`src/rtl/stk_pkg.sv`:
```
package stk_pkg;
   typedef enum logic [1:0] {
      STK_IDLE  = 2'd0,
      STK_FETCH = 2'd1,
      STK_CLEAR = 2'd2
   } stk_state_e;
endpackage

```
`src/rtl/stk_toggle.sv`:
```
module stk_toggle (
   input  logic clk,
   input  logic rst_n,
   input  logic clear,
   input  logic flip,
   output logic q
);
   always_ff @(posedge clk) begin
      if (!rst_n)     q <= 1'b0;
      else if (clear) q <= 1'b0;
      else if (flip)  q <= ~q;
   end


   phase_cleared_chk: assert property (@(posedge clk) disable iff (!rst_n)
      clear |=> !q);
endmodule

```
`src/rtl/stk_ctrl.sv`:
```
module stk_ctrl #(
   parameter int ADDR_W = 16
) (
   input  logic              clk,
   input  logic              rst_n,
   input  logic              start,
   input  logic [ADDR_W-1:0] start_addr,
   input  logic              mem_ack,
   output stk_pkg::stk_state_e state,
   output logic              begin_take,
   output logic              rd_done,
   output logic              wr_done,
   output logic              mem_req,
   output logic              mem_we,
   output logic [ADDR_W-1:0] addr_q
);
   import stk_pkg::*;

   stk_state_e state_q;

   always_ff @(posedge clk) begin
      if (!rst_n) begin
         state_q <= STK_IDLE;
         addr_q  <= '0;
      end else begin
         unique case (state_q)
            STK_IDLE: if (start) begin
               state_q <= STK_FETCH;
               addr_q  <= start_addr;
            end
            STK_FETCH: if (mem_ack) state_q <= STK_CLEAR;
            STK_CLEAR: if (mem_ack) state_q <= STK_IDLE;
            default:   state_q <= STK_IDLE;
         endcase
      end
   end

   always_comb begin
      state      = state_q;
      begin_take = (state_q == STK_IDLE) && start;
      mem_req    = (state_q == STK_FETCH) || (state_q == STK_CLEAR);
      mem_we     = (state_q == STK_CLEAR);
      rd_done    = (state_q == STK_FETCH) && mem_ack;
      wr_done    = (state_q == STK_CLEAR) && mem_ack;
   end


   read_then_write_chk: assert property (@(posedge clk) disable iff (!rst_n)
      rd_done |=> (mem_req && mem_we));

   start_ignored_chk: assert property (@(posedge clk) disable iff (!rst_n)
      (mem_req && !wr_done) |=> $stable(addr_q));
endmodule

```
`src/rtl/stk_assemble.sv`:
```
module stk_assemble #(
   parameter int BYTE_W   = 8,
   parameter bit HI_FIRST = 1'b1
) (
   input  logic                clk,
   input  logic                rst_n,
   input  logic                cap_first,
   input  logic                cap_second,
   input  logic [BYTE_W-1:0]   prom_data,
   output logic [2*BYTE_W-1:0] lin_data,
   output logic                lin_valid
);
   logic [BYTE_W-1:0]   first_q;
   logic [2*BYTE_W-1:0] joined;

   generate
      if (HI_FIRST) begin : g_hi_first
         assign joined = {first_q, prom_data};
      end else begin : g_lo_first
         assign joined = {prom_data, first_q};
      end
   endgenerate

   always_ff @(posedge clk) begin
      if (!rst_n) begin
         first_q   <= '0;
         lin_data  <= '0;
         lin_valid <= 1'b0;
      end else begin
         if (cap_first) first_q <= prom_data;
         if (cap_second) lin_data <= joined;
         lin_valid <= cap_second;
      end
   end


   valid_pulse_chk: assert property (@(posedge clk) disable iff (!rst_n)
      lin_valid |=> !lin_valid);
endmodule

```
`src/rtl/sample_takeout_seq.sv`:
```
module sample_takeout_seq #(
   parameter int ADDR_W   = 16,
   parameter int BYTE_W   = 8,
   parameter bit HI_FIRST = 1'b1,
   localparam int PA_W    = BYTE_W + 1,
   localparam int LIN_W   = 2 * BYTE_W
) (
   input  logic              clk,
   input  logic              rst_n,
   input  logic              start,
   input  logic [ADDR_W-1:0] start_addr,
   output logic              busy,
   output logic              mem_req,
   output logic              mem_we,
   output logic [ADDR_W-1:0] mem_addr,
   output logic [BYTE_W-1:0] mem_wdata,
   input  logic [BYTE_W-1:0] mem_rdata,
   input  logic              mem_ack,
   output logic [PA_W-1:0]   prom_addr,
   input  logic [BYTE_W-1:0] prom_data,
   output logic [LIN_W-1:0]  lin_data,
   output logic              lin_valid
);
   import stk_pkg::*;

   generate
      if (ADDR_W < 1) begin : g_bad_addr
         $error("ADDR_W must be at least 1");
      end
      if (BYTE_W < 2) begin : g_bad_byte
         $error("BYTE_W must be at least 2");
      end
   endgenerate

   stk_state_e          state;
   logic                begin_take, rd_done, wr_done, phase_q;
   logic [BYTE_W-1:0]   byte_q, byte_sel;

   stk_ctrl #(.ADDR_W(ADDR_W)) u_ctrl (
      .clk(clk), .rst_n(rst_n), .start(start), .start_addr(start_addr),
      .mem_ack(mem_ack), .state(state), .begin_take(begin_take),
      .rd_done(rd_done), .wr_done(wr_done), .mem_req(mem_req),
      .mem_we(mem_we), .addr_q(mem_addr)
   );

   stk_toggle u_phase (
      .clk(clk), .rst_n(rst_n), .clear(begin_take),
      .flip(mem_req && mem_ack), .q(phase_q)
   );

   always_ff @(posedge clk) begin
      if (!rst_n)       byte_q <= '0;
      else if (rd_done) byte_q <= mem_rdata;
   end

   assign byte_sel  = (state == STK_FETCH) ? mem_rdata : byte_q;
   assign prom_addr = {byte_sel, phase_q};
   assign mem_wdata = '0;
   assign busy      = mem_req;

   stk_assemble #(.BYTE_W(BYTE_W), .HI_FIRST(HI_FIRST)) u_asm (
      .clk(clk), .rst_n(rst_n), .cap_first(rd_done), .cap_second(wr_done),
      .prom_data(prom_data), .lin_data(lin_data), .lin_valid(lin_valid)
   );


   phase_read_chk: assert property (@(posedge clk) disable iff (!rst_n)
      (mem_req && !mem_we) |-> !prom_addr[0]);

   phase_write_chk: assert property (@(posedge clk) disable iff (!rst_n)
      (mem_req && mem_we) |-> prom_addr[0]);

   held_byte_chk: assert property (@(posedge clk) disable iff (!rst_n)
      (mem_req && mem_we && !mem_ack) |=> $stable(prom_addr));

   zero_write_chk: assert property (@(posedge clk) disable iff (!rst_n)
      (mem_req && mem_we) |-> (mem_wdata == '0));

   same_addr_chk: assert property (@(posedge clk) disable iff (!rst_n)
      (mem_req && mem_ack && !mem_we) |=> (mem_req && mem_we && $stable(mem_addr)));

   hold_req_chk: assert property (@(posedge clk) disable iff (!rst_n)
      (mem_req && !mem_ack) |=> (mem_req && $stable(mem_we) && $stable(mem_addr)));

   reset_idle_chk: assert property (@(posedge clk)
      !rst_n |=> (!mem_req && !lin_valid && !busy));
endmodule

```
`config.mk`:
```
export PLATFORM = sky130hd
export DESIGN_NAME = sample_takeout_seq
export DESIGN_NICKNAME = d
export VERILOG_FILES = /design/src/rtl/stk_pkg.sv /design/src/rtl/stk_toggle.sv /design/src/rtl/stk_ctrl.sv /design/src/rtl/stk_assemble.sv /design/src/rtl/sample_takeout_seq.sv
export SDC_FILE = /design/constraint.sdc
export NUM_CORES = 1
export LEC_CHECK = 0
export ABC_CLOCK_PERIOD_IN_PS = 1830
export BUFFER_PORTS_ARGS = -buffer_cell sky130_fd_sc_hd__buf_2
export CORE_MARGIN = 1
export CORE_UTILIZATION = 25
export CTS_BUF_LIST = sky130_fd_sc_hd__clkbuf_16
export DETAILED_ROUTE_END_ITERATION = 8
export SLEW_MARGIN = 10
export SYNTH_ARGS = -nofsm -noshare
export SYNTH_HDL_FRONTEND = slang
export SYNTH_HIERARCHICAL = 1
export SYNTH_SLANG_ARGS = --single-unit
export TNS_END_PERCENT = 30
```
`constraint.sdc`:
```
create_clock -name clk -period 1.83 [get_ports clk]
set_clock_uncertainty 0.2 [all_clocks]
set_input_delay 0.366 -clock clk [delete_from_list [all_inputs] [get_ports clk]]
set_output_delay 0.366 -clock clk [all_outputs]
set_load 0.005 [all_outputs]
```
# Word-level counts from Yosys, hierarchy flattened
# Index checks and enable logic that the tools add are counted.
word_totals:
  in_bits: 36
  output_inout_bits: 53
  register_bits: 52
op_classes:
  reduce_logical: 9
  bitwise_logic: 2
  n_eq_ne: 5
  muxes: 5
ops:
  columns: ["operator", "n"]
  rows:
  - ["two-way mux 8 bit", 1]
  - ["two-way mux 2 bit", 3]
  - ["one-hot mux 2 bit (3 select lines)", 1]
  - ["logical AND 1 bit", 4]
  - ["inequality test 2 bit, second input constant", 2]
  - ["AND reduction 3 bit", 1]
  - ["equality test 2 x 1 -> 1 bit, second input constant", 1]
  - ["equality test 2 bit, second input constant", 1]
  - ["logical NOT 2 bit", 1]
  - ["inequality test 2 x 1 -> 1 bit, second input constant", 1]
  - ["NOT 1 bit", 2]
  - ["AND reduction 2 bit", 1]
  - ["OR reduction 2 bit", 1]
  - ["logical OR 1 bit", 1]

# Logic depth before layout (Yosys ltp)
# Gate-level depths: netlist of run 1.
depth:
  depth_word: 3
  ltp_mapped: 7
  depth_no_buf: 6

# Hierarchy
# Netlist of run 1, hierarchy kept.
by_module_without_submodules:
  columns: ["mod", "area_per_inst_um2", "cells_each", "n_inst", "seq_area_each_um2"]
  rows:
  - ["stk_assemble", 944.7, 79, 1, 500.5]
  - ["stk_ctrl", 818.3, 90, 1, 360.3]
  - ["sample_takeout_seq", 528.0, 47, 1, 160.2]
  - ["stk_toggle", 41.3, 3, 1, 20.0]

# Worst setup path before layout of run 1
# No wires, ideal clock.
synth_timing:
  path_kind: "reg-to-reg"
  start: "register u_ctrl.state_q[0] (netlist: u_ctrl/state[0])"
  end: "register u_asm.lin_data[5]"
  arrival_ps: 1280
  path_buffers: 2
  t_required_ps: 1514
  synth_period_minus_slack_ps: 1596
  path_stages_with_launch: 8
  setup_slack_ps: 234
  setup_ps: 116
  path_cell_list: "dfxtp_1 inv_1 ha_1 and2_1 buf_6 buf_12 mux2i_1 nor2b_1"
synth_via:
  elab_chain_len: 2
synth_rtl:
  columns: ["element", "line", "source"]
  rows:
  - ["start, declared", "stk_ctrl.sv:19", "stk_state_e state_q;"]
  - ["start signal, assigned", "stk_ctrl.sv:23", "state_q <= STK_IDLE;"]
  - ["start signal, assigned", "stk_ctrl.sv:28", "state_q <= STK_FETCH;"]
  - ["start signal, assigned", "stk_ctrl.sv:31", "STK_FETCH: if (mem_ack) state_q <= STK_CLEAR;"]
  - ["equality test 2 bit", null, null]
  - ["via mem_we", "sample_takeout_seq.sv:14", "output logic mem_we,"]
  - ["logical AND 1 bit", "stk_ctrl.sv:44", "wr_done = (state_q == STK_CLEAR) && mem_ack;"]
  - ["via wr_done", "sample_takeout_seq.sv:36", "logic begin_take, rd_done, wr_done, phase_q;"]
  - ["end signal, assigned", "stk_assemble.sv:31", "if (cap_second) lin_data <= joined;"]
  - ["end, declared", "stk_assemble.sv:10", "output logic [2*BYTE_W-1:0] lin_data,"]
# The timed path passes the listed nets, and every way through them passes these cells.
# A chain may end at the register's enable or synchronous reset.

# Worst setup path after layout of run 1
layout_timing:
  start: "register u_ctrl.state_q[0] (netlist: u_ctrl/state[0])"
  end: "output port prom_addr[2]"
layout_via:
  elab_chain_len: 2
layout_rtl:
  columns: ["element", "line", "source"]
  rows:
  - ["equality test 2 x 1 -> 1 bit", "sample_takeout_seq.sv:56", "assign byte_sel = (state == STK_FETCH) ? mem_rdata : byte_q;"]
  - ["two-way mux 8 bit", "sample_takeout_seq.sv:56", null]
  - ["end, declared", "sample_takeout_seq.sv:19", "output logic [PA_W-1:0] prom_addr,"]
# Every way passes these cells.

==> results.md, run 1 <==
- The max-capacitance violation count is 0.
- Setup repair after global routing could not meet its margin everywhere.
- The initial antenna violation count was 0.
- Static timing analysis puts the maximum clock frequency at 0.524 GHz.
- The run finished, with violations left.
- For this run, the total global-route usage over all layers was measured as 0.102.
- The class of the most critical hold timing path is in2reg.
- Setup violations remaining at the end of the flow were counted as 8.
- The top-area cell type share of the netlist area is 0.446.
- The power spent charging and discharging nets is 1040 uW.
- CTS built an H-tree with a depth of 2.
- The count of clock tree sinks is 52.
- The via total after detailed routing is 1683.
- The worst hold slack is 116 ps.
- The number of clock buffers inserted by TritonCTS is 5.
- The standard-cell row count is 34.
- The post-detailed-route count of antenna-violating nets is 0.
- After detailed routing, the number of vias per cell comes to approximately 4.1.
- The Yosys warning count is 6.
- The floorplan die area is about 9700 um2.
- For this run, the post-layout net count is around 340.
- The data arrival time at the worst-slack endpoint is 1340 ps.
- The final routed wirelength across all metal layers is 4.76 mm.
- The largest net degree at the start of global routing is 21.
- Across the whole layout, storage elements account for 1050 um2.
- 0 antenna diodes ended up in the layout.
- For this configuration, the core starts out at a cell density of 0.262.
- The routability-driven placement congestion ratio is 0.636.
- In the final routed layout, each cell accounts on average for 11.7 um.
- The share of total power dissipated in combinational logic is 0.362.
- Clock-pin slew was measured on the worst setup and hold paths at 60 ps.
- Overall power consumption after layout is estimated at 3520 uW.
- The number of endpoints with negative hold slack in the final report is 0.
- Along the worst path, the maximum fanout reaches 8.
- After layout, the worst setup slack is -78.6 ps.
- The post-detailed-route DRC marker count is 0.
- The root buffer cell chosen for the clock tree is sky130_fd_sc_hd__clkbuf_16.
- The worst setup path is launched from a flip-flop.
- The cell taking the most area after synthesis is sky130_fd_sc_hd__dfxtp_1.
- The fraction of power consumed by sequential logic is 0.385.
- The routed design could run at a clock period as short as 1910 ps.
- Counting every instance in the synthesized netlist gives 219.
- The die outline height is 98.6 um.
- In the final layout, the share of cells above drive strength 1 is 0.401.
- The number of synthesized register bits is 52.
- Clock latency on the worst-skew pair, taken at its later pin, is 280 ps.
- The sum of overflow across all layers after global routing is 0.
- By area the synthesized netlist is led by sky130_fd_sc_hd__dfxtp_1 (45%), sky130_fd_sc_hd__mux2i_1 (15%), sky130_fd_sc_hd__nor2b_1 (8.6%).
- The kind of capture point of the worst setup path is a primary output.
- At the placement stage, the worst setup path has a slack of between 100 and 150 ps.
- The hold-fix buffer count after cts is 0.
- The checks that failed: negative setup slack.
- Each instance of the synthesized netlist takes up on average 10.6 um2.
- TritonCTS built the clock tree.
- The first global-routing pass estimated about 7.7 mm of wire.
- The final HPWL from detailed placement is 3.40 mm.
- The worst register-to-register path has a depth of 7.
- The multi-input combinational cells in the finished layout cover a total of about 1100 um2.
- The leakage power is 0.00129 uW.
- The first-pass iteration count of the detailed router is 4.
- Traced cell by cell, the critical path runs through nor2b_4 > buf_12 > mux2_4 > buf_6.
- The minimum setup slack among reg-to-reg paths is 70 ps.
- Counting instances, the worst hold path has a depth of 3.
- The largest single stage delay on the critical path is 340 ps.
- The cell area that synthesis handed to floorplanning was 2330 um2.
- The sequential share of the synthesized area is 0.446.
- The path type of the worst setup path is reg2out.
- In this run the power density over the cells is ~1200 nW/um2.
- The switching share of total power is 0.296.
- Port buffering added 80 buffers.
- The number of max-slew violations in the final report is 0.
- The clock network power share is 0.253.
- The internal portion of the total power is 2480 uW.
- The maximum vdd drop is 0.424 mV.
- At the worst endpoint, the required time is 1260 ps.
- The largest individual stage delay along the critical path comes from the cell sky130_fd_sc_hd__dfxtp_4.
- The detailed router's first-iteration violation count is 32.
- The via count of the first global-routing pass is 1617.
- The floorplan die width is 98.6 um.
- Pin placement for this block handled 89 I/O pins.
- The layout filler cell count is 931.
- From synthesis to final layout, the design area changed by 29.5%.
- The maximum clock insertion buffer count is 2.
- The synthesized netlist contains 26 unique library cells.
- After floorplanning, the core was sized to cover 8890 um2.
- The final critical-path share of the clock period is 1.04.
metrics by stage:
step / cells / TNS [ps] / instance area [um2] / util
final: 407 / -547 / 3020 / 0.340
after global routing: 407 / -950 / 3020 / 0.340
after CTS: 407 / -702 / 3000 / 0.337
after detailed placement: 398 / 0 / 2800 / 0.315
after global placement: 398 / 0 / 2800 / 0.315
after floorplan: 226 / 0 / 2360 / -
power groups by stage:
stage          Clock (uW)  Sequential [uW]  Combinational, uW
6_report              892             1360               1270
5_1_grt               987             1370               1400
4_1_cts               941             1360               1260
3_5_place_dp            0             1380               1150
3_3_place_gp            0             1370               1130
2_1_floorplan           0             1380                833
area by class of cell:
| class | instances | area share |
|---|---|---|
| repair buffers | 86 | 0.177 |
| clock inverters | 3 | 0.00539 |
| well taps | 108 | 0.0448 |
| inverters | 4 | 0.00580 |
| flip-flops and latches | 52 | 0.346 |
| multi-input cells | 149 | 0.380 |
| clock buffers | 5 | 0.0414 |
kinds of logic (layout without fill, tap and decap cells):
| kind of cell | after synthesis | in the layout | share of synthesized area |
|---|---|---|---|
| xor gates and xnor gates | 1 | 1 | 0.00376 |
| DFF | 52 | 52 | 0.446 |
| other | 1 | 8 | 0.00161 |
| muxes | 42 | 42 | 0.197 |
| buffers and inverters | 25 | 98 | 0.0805 |
| adders and majority gates | 5 | 5 | 0.0268 |
| AOI/OAI and AO/OA | 17 | 17 | 0.0697 |
| and+or+nand+nor | 76 | 76 | 0.174 |
layer usage:
metal  GRT usage  share of wire  vias up
met1       0.121           0.46      770
met2       0.177           0.49       61
li1            -              -      848
met4      0.0379         0.0076        0
met5           0              0        -
met3      0.0284          0.046        4
placed cells by master, fill, tap and decap left out, types with 4 or more instances in the layout:
master                      instances
sky130_fd_sc_hd__conb_1             8
sky130_fd_sc_hd__buf_6              8
sky130_fd_sc_hd__buf_2             72
sky130_fd_sc_hd__mux2i_1           33
sky130_fd_sc_hd__clkbuf_16          5
sky130_fd_sc_hd__mux2_4             8
sky130_fd_sc_hd__a21boi_2           9
sky130_fd_sc_hd__inv_1              4
sky130_fd_sc_hd__dfxtp_1           50
sky130_fd_sc_hd__nor2b_1           32
sky130_fd_sc_hd__a21boi_0           6
sky130_fd_sc_hd__nand2_1           35
sky130_fd_sc_hd__ha_1               4
flip-flops by register name, indices dropped and copies added (netlist names):
signal and count:
byte_q 8, u_asm/first_q 8, u_asm/lin_data 16, u_asm/lin_valid 1, u_ctrl/addr_q 16, u_ctrl/state 2, u_phase/q 1
timing repair:
item / in CTS / in global routing
setup endpoints to repair: 10 / 9
pin swaps: 0 / 0
hold endpoints to repair: 0 / 0
gates resized for setup: 10 / 4
buffers inserted: 1 / 0
gates cloned: 0 / 0
worst max-delay path: cells and delay by family (launching register included):
kind	cells	cell delay [ps]
AND/OR/NAND/NOR	1	150
multiplexers	1	310
flip-flops	1	340
buffers and inverters	2	260
worst paths after layout:
check,to,start
min,u_ctrl/addr_q[2],start_addr[2]
max reg2reg,u_asm/lin_data[15],u_ctrl/state[0]
max,prom_addr[2],u_ctrl/state[0]
min reg2reg,u_ctrl/addr_q[2],u_ctrl/addr_q[2]
synthesized netlist by cell type:
library cell,n
sky130_fd_sc_hd__inv_1,3
sky130_fd_sc_hd__nor2b_1,32
sky130_fd_sc_hd__dfxtp_1,52
sky130_fd_sc_hd__nand2_2,1
sky130_fd_sc_hd__buf_8,1
sky130_fd_sc_hd__a2bb2oi_1,1
sky130_fd_sc_hd__inv_4,1
sky130_fd_sc_hd__a21boi_0,6
sky130_fd_sc_hd__nor2_1,1
sky130_fd_sc_hd__and2_1,3
sky130_fd_sc_hd__conb_1,1
sky130_fd_sc_hd__buf_4,13
sky130_fd_sc_hd__nor3b_2,1
sky130_fd_sc_hd__buf_6,2
sky130_fd_sc_hd__buf_12,1
sky130_fd_sc_hd__ha_1,5
sky130_fd_sc_hd__nand2_1,35
sky130_fd_sc_hd__a21boi_2,9
sky130_fd_sc_hd__nand2_4,1
sky130_fd_sc_hd__mux2_4,8
sky130_fd_sc_hd__xnor2_1,1
sky130_fd_sc_hd__a21boi_1,1
sky130_fd_sc_hd__mux2i_1,34
sky130_fd_sc_hd__nor2b_4,1
sky130_fd_sc_hd__and2_2,1
sky130_fd_sc_hd__clkbuf_1,4
Note: power is estimated with default switching activity, not from simulation.
==> run 2, diff against run 1 <==
Settings changed: CELL_PAD_IN_SITES_DETAIL_PLACEMENT set to 1, CELL_PAD_IN_SITES_GLOBAL_PLACEMENT set to 1, PLACE_DENSITY_LB_ADDON set to 0.1.
==> run 2 against run 1 <==
  * Final cell count unchanged
  * Worst setup slack better by 5.9 ps
  * Largest power group unchanged
  * The run still ends with negative setup slack left
  * Sequential power about the same
  * Highest routed layer unchanged
  * Global-route usage up 1.1 points
  * Clock power up 8.5%
  * Flip-flop and latch count unchanged
  * First-iteration DRC count down 13%
  * Sequential share of layout area down 0.30 points
==> results.md, run 2 (synthesized netlist as in run 1, its figures left out) <==
- The first TritonRoute pass finished after 3 iterations.
- The standard-cell row count is 34.
- Setup repair after global routing could not meet its margin everywhere.
- Relative to the synthesized area, the layout overhead comes to 30.3%.
- Across every metal layer, demand over resource in global routing totals 0.114.
- For this design the static power due to leakage is 0.00129 uW.
- In the layout the commonest cells are sky130_fd_sc_hd__buf_2 (72), sky130_fd_sc_hd__dfxtp_1 (50), sky130_fd_sc_hd__nand2_1 (35).
- The final reports fail on negative setup slack.
- The clock tree from TritonCTS is done.
- The wire-length estimate of the detail-placed layout is ~3.4 mm.
- Counting every sink on the clock net gives 52.
- The maximum cell stage delay along the critical path is between 300 and 400 ps.
- The critical path startpoint category is a flip-flop.
- The repair_antennas step left the layout with diodes totalling 0.
- The source-to-sink clock delay at the later pin of the worst-skew pair is 290 ps.
- The class of the most critical hold timing path is in2reg.
- The data arrival time at the worst-slack endpoint is 1340 ps.
- The power per standard cell area is 1190 nW/um2.
- The floorplan step set the die width to ~99 um.
- The kind of capture point of the worst setup path is a primary output.
- The maximum clock frequency is approximately 0.53 GHz.
- The floorplan die area is between 9000 and 10000 um2.
- The run finished, with violations left.
- After clock tree synthesis, the clock-pin slew on the worst setup and hold paths is 70 ps.
- The number of clock buffers inserted by TritonCTS is 5.
- The number of endpoints with negative hold slack in the final report is 0.
- In this run the vertical extent of the chip is 98.6 um.
- The number of max-slew violations in the final report is 0.
- The cell with the biggest individual delay on the critical path is sky130_fd_sc_hd__dfxtp_2.
- The fraction of power consumed by sequential logic is 0.375.
- In the final layout, the registers with the most flip-flops are u_asm/lin_data (16), u_ctrl/addr_q (16).
- The maximum fanout along the worst path is 8.
- In this run the count of I/O pins placed on the die edge is 89.
- The routed layout has around 1700 vias.
- The core area is 8890 um2.
- Once detail routing completed, the nets flagged for antenna violations numbered 0.
- After detailed routing, the number of remaining DRC violations is 0.
- The total of endpoints with negative setup slack in the final report is 8.
- Including well taps, the total number of placed cells is 397.
- Once routing completed, OpenROAD measured the worst setup slack at -72.7 ps.
- Dividing the final minimum period by the clock period gives 1.04.
- Entering global routing, the biggest net connects 55 pins.
- The fraction of power consumed by combinational cells is 0.356.
- After detailed routing, the average wire length per cell comes to 12.5 um.
- The starting utilization of the core area is 0.262.
- The initial antenna violation count is 0.
- The max-capacitance violation count is 0.
- The maximum clock insertion buffer count is 2.
- The net count of the finished layout is 339.
- The port buffer count is 80.
- The hold-fix buffer count after cts is 0.
- The routed design could run at a clock period as short as 1900 ps.
- The leading cell type in the layout, fill and taps excluded is sky130_fd_sc_hd__buf_2.
- The via count normalized by instance count is approximately 4.1.
- The clock network power share is 0.269.
- The via count of the first global-routing pass came to 1773.
- In the final layout, the share of cells above drive strength 1 is 0.408.
- The critical path goes through nor2b_4 > buf_12 > mux2_4 > buf_6.
- The maximum vdd drop is 0.363 mV.
- The total internal power is 2500 uW.
- OpenSTA, run right after detailed placement, puts the worst setup slack at 107 ps.
- The endpoint required time on the critical path is roughly 1300 ps.
- For this design the total switching power over the nets is roughly 1100 uW.
- The path type of the worst setup path is reg2out.
- Leaving out filler cells and counting taps, the final layout contains 407.
- The routability-driven placement congestion ratio is 0.731.
- The sum of overflow across all layers after global routing is 0.
- Wires add up to approximately 5 mm.
- For this block, the initial DRC count from the detailed router was 28.
- The root buffer cell chosen for the clock tree is sky130_fd_sc_hd__clkbuf_16.
- The CTS H-tree depth is 2.
- The first-pass GRT wire length is 8.60 mm.
- The switching share of total power is 0.305.
-- run 2: cell types whose count changed in the layout (fill, tap and decap cells not counted), sizes merged --
cell	change
clkinv	+1
inv	-1
-- run 2: cell type report --
class,instances,area [um2]
clock buffer,5,125
clock inverter,3,26.3
fill,1042,5850
inverter,4,17.5
multi-input combinational,149,1140
sequential,52,1040
tap,108,135
timing repair buffer,86,546
-- run 2: stage by stage --
step	area (um2)	hold WS [ps]	total power, uW	setup TNS (ps)	utilization
3_3_place_gp	2790	246	2500	0	0.314
3_5_place_dp	2790	248	2510	0	0.314
5_1_grt	3040	116	3850	-848	0.342
2_1_floorplan	2360	251	2210	0	-
4_1_cts	3030	107	3680	-639	0.341
6_report	3040	113	3600	-567	0.342
-- run 2: critical path: cells and delay by family, from the launching register on --
kind / cells / cell delay, ps
buf+inv: 2 / 250
simple gates: 1 / 150
mux: 1 / 300
flops: 1 / 330
-- run 2: timing repair --
action	CTS	global route
resized for setup	10	3
buffers inserted	2	0
setup endpoints to repair	10	26
endpoints found under the hold margin	0	0
-- run 2: path summary, 6_finish.rpt --
path	from	cells past startpoint	endpoint	slack (ps)
min reg2reg	u_ctrl/addr_q[2]	2	u_ctrl/addr_q[2]	260
min	start_addr[2]	3	u_ctrl/addr_q[2]	110
max reg2reg	u_ctrl/state[0]	6	u_ctrl/state[1]	130
max	u_ctrl/state[0]	4	prom_addr[5]	-70
-- run 2: layer usage --
metal / vias up / track usage / wire (um)
met5: - / 0 / 0
met3: 5 / 0.0355 / 300
met2: 57 / 0.187 / 2340
met1: 772 / 0.140 / 2390
met4: 0 / 0.0413 / 58
li1: 849 / - / -
-- run 2: power by group through the flow --
stage	Combinational, uW	Sequential (uW)	Clock (uW)
3_3_place_gp	1130	1370	0
2_1_floorplan	833	1380	0
6_report	1280	1350	968
5_1_grt	1430	1370	1050
4_1_cts	1310	1350	1020
3_5_place_dp	1140	1380	0
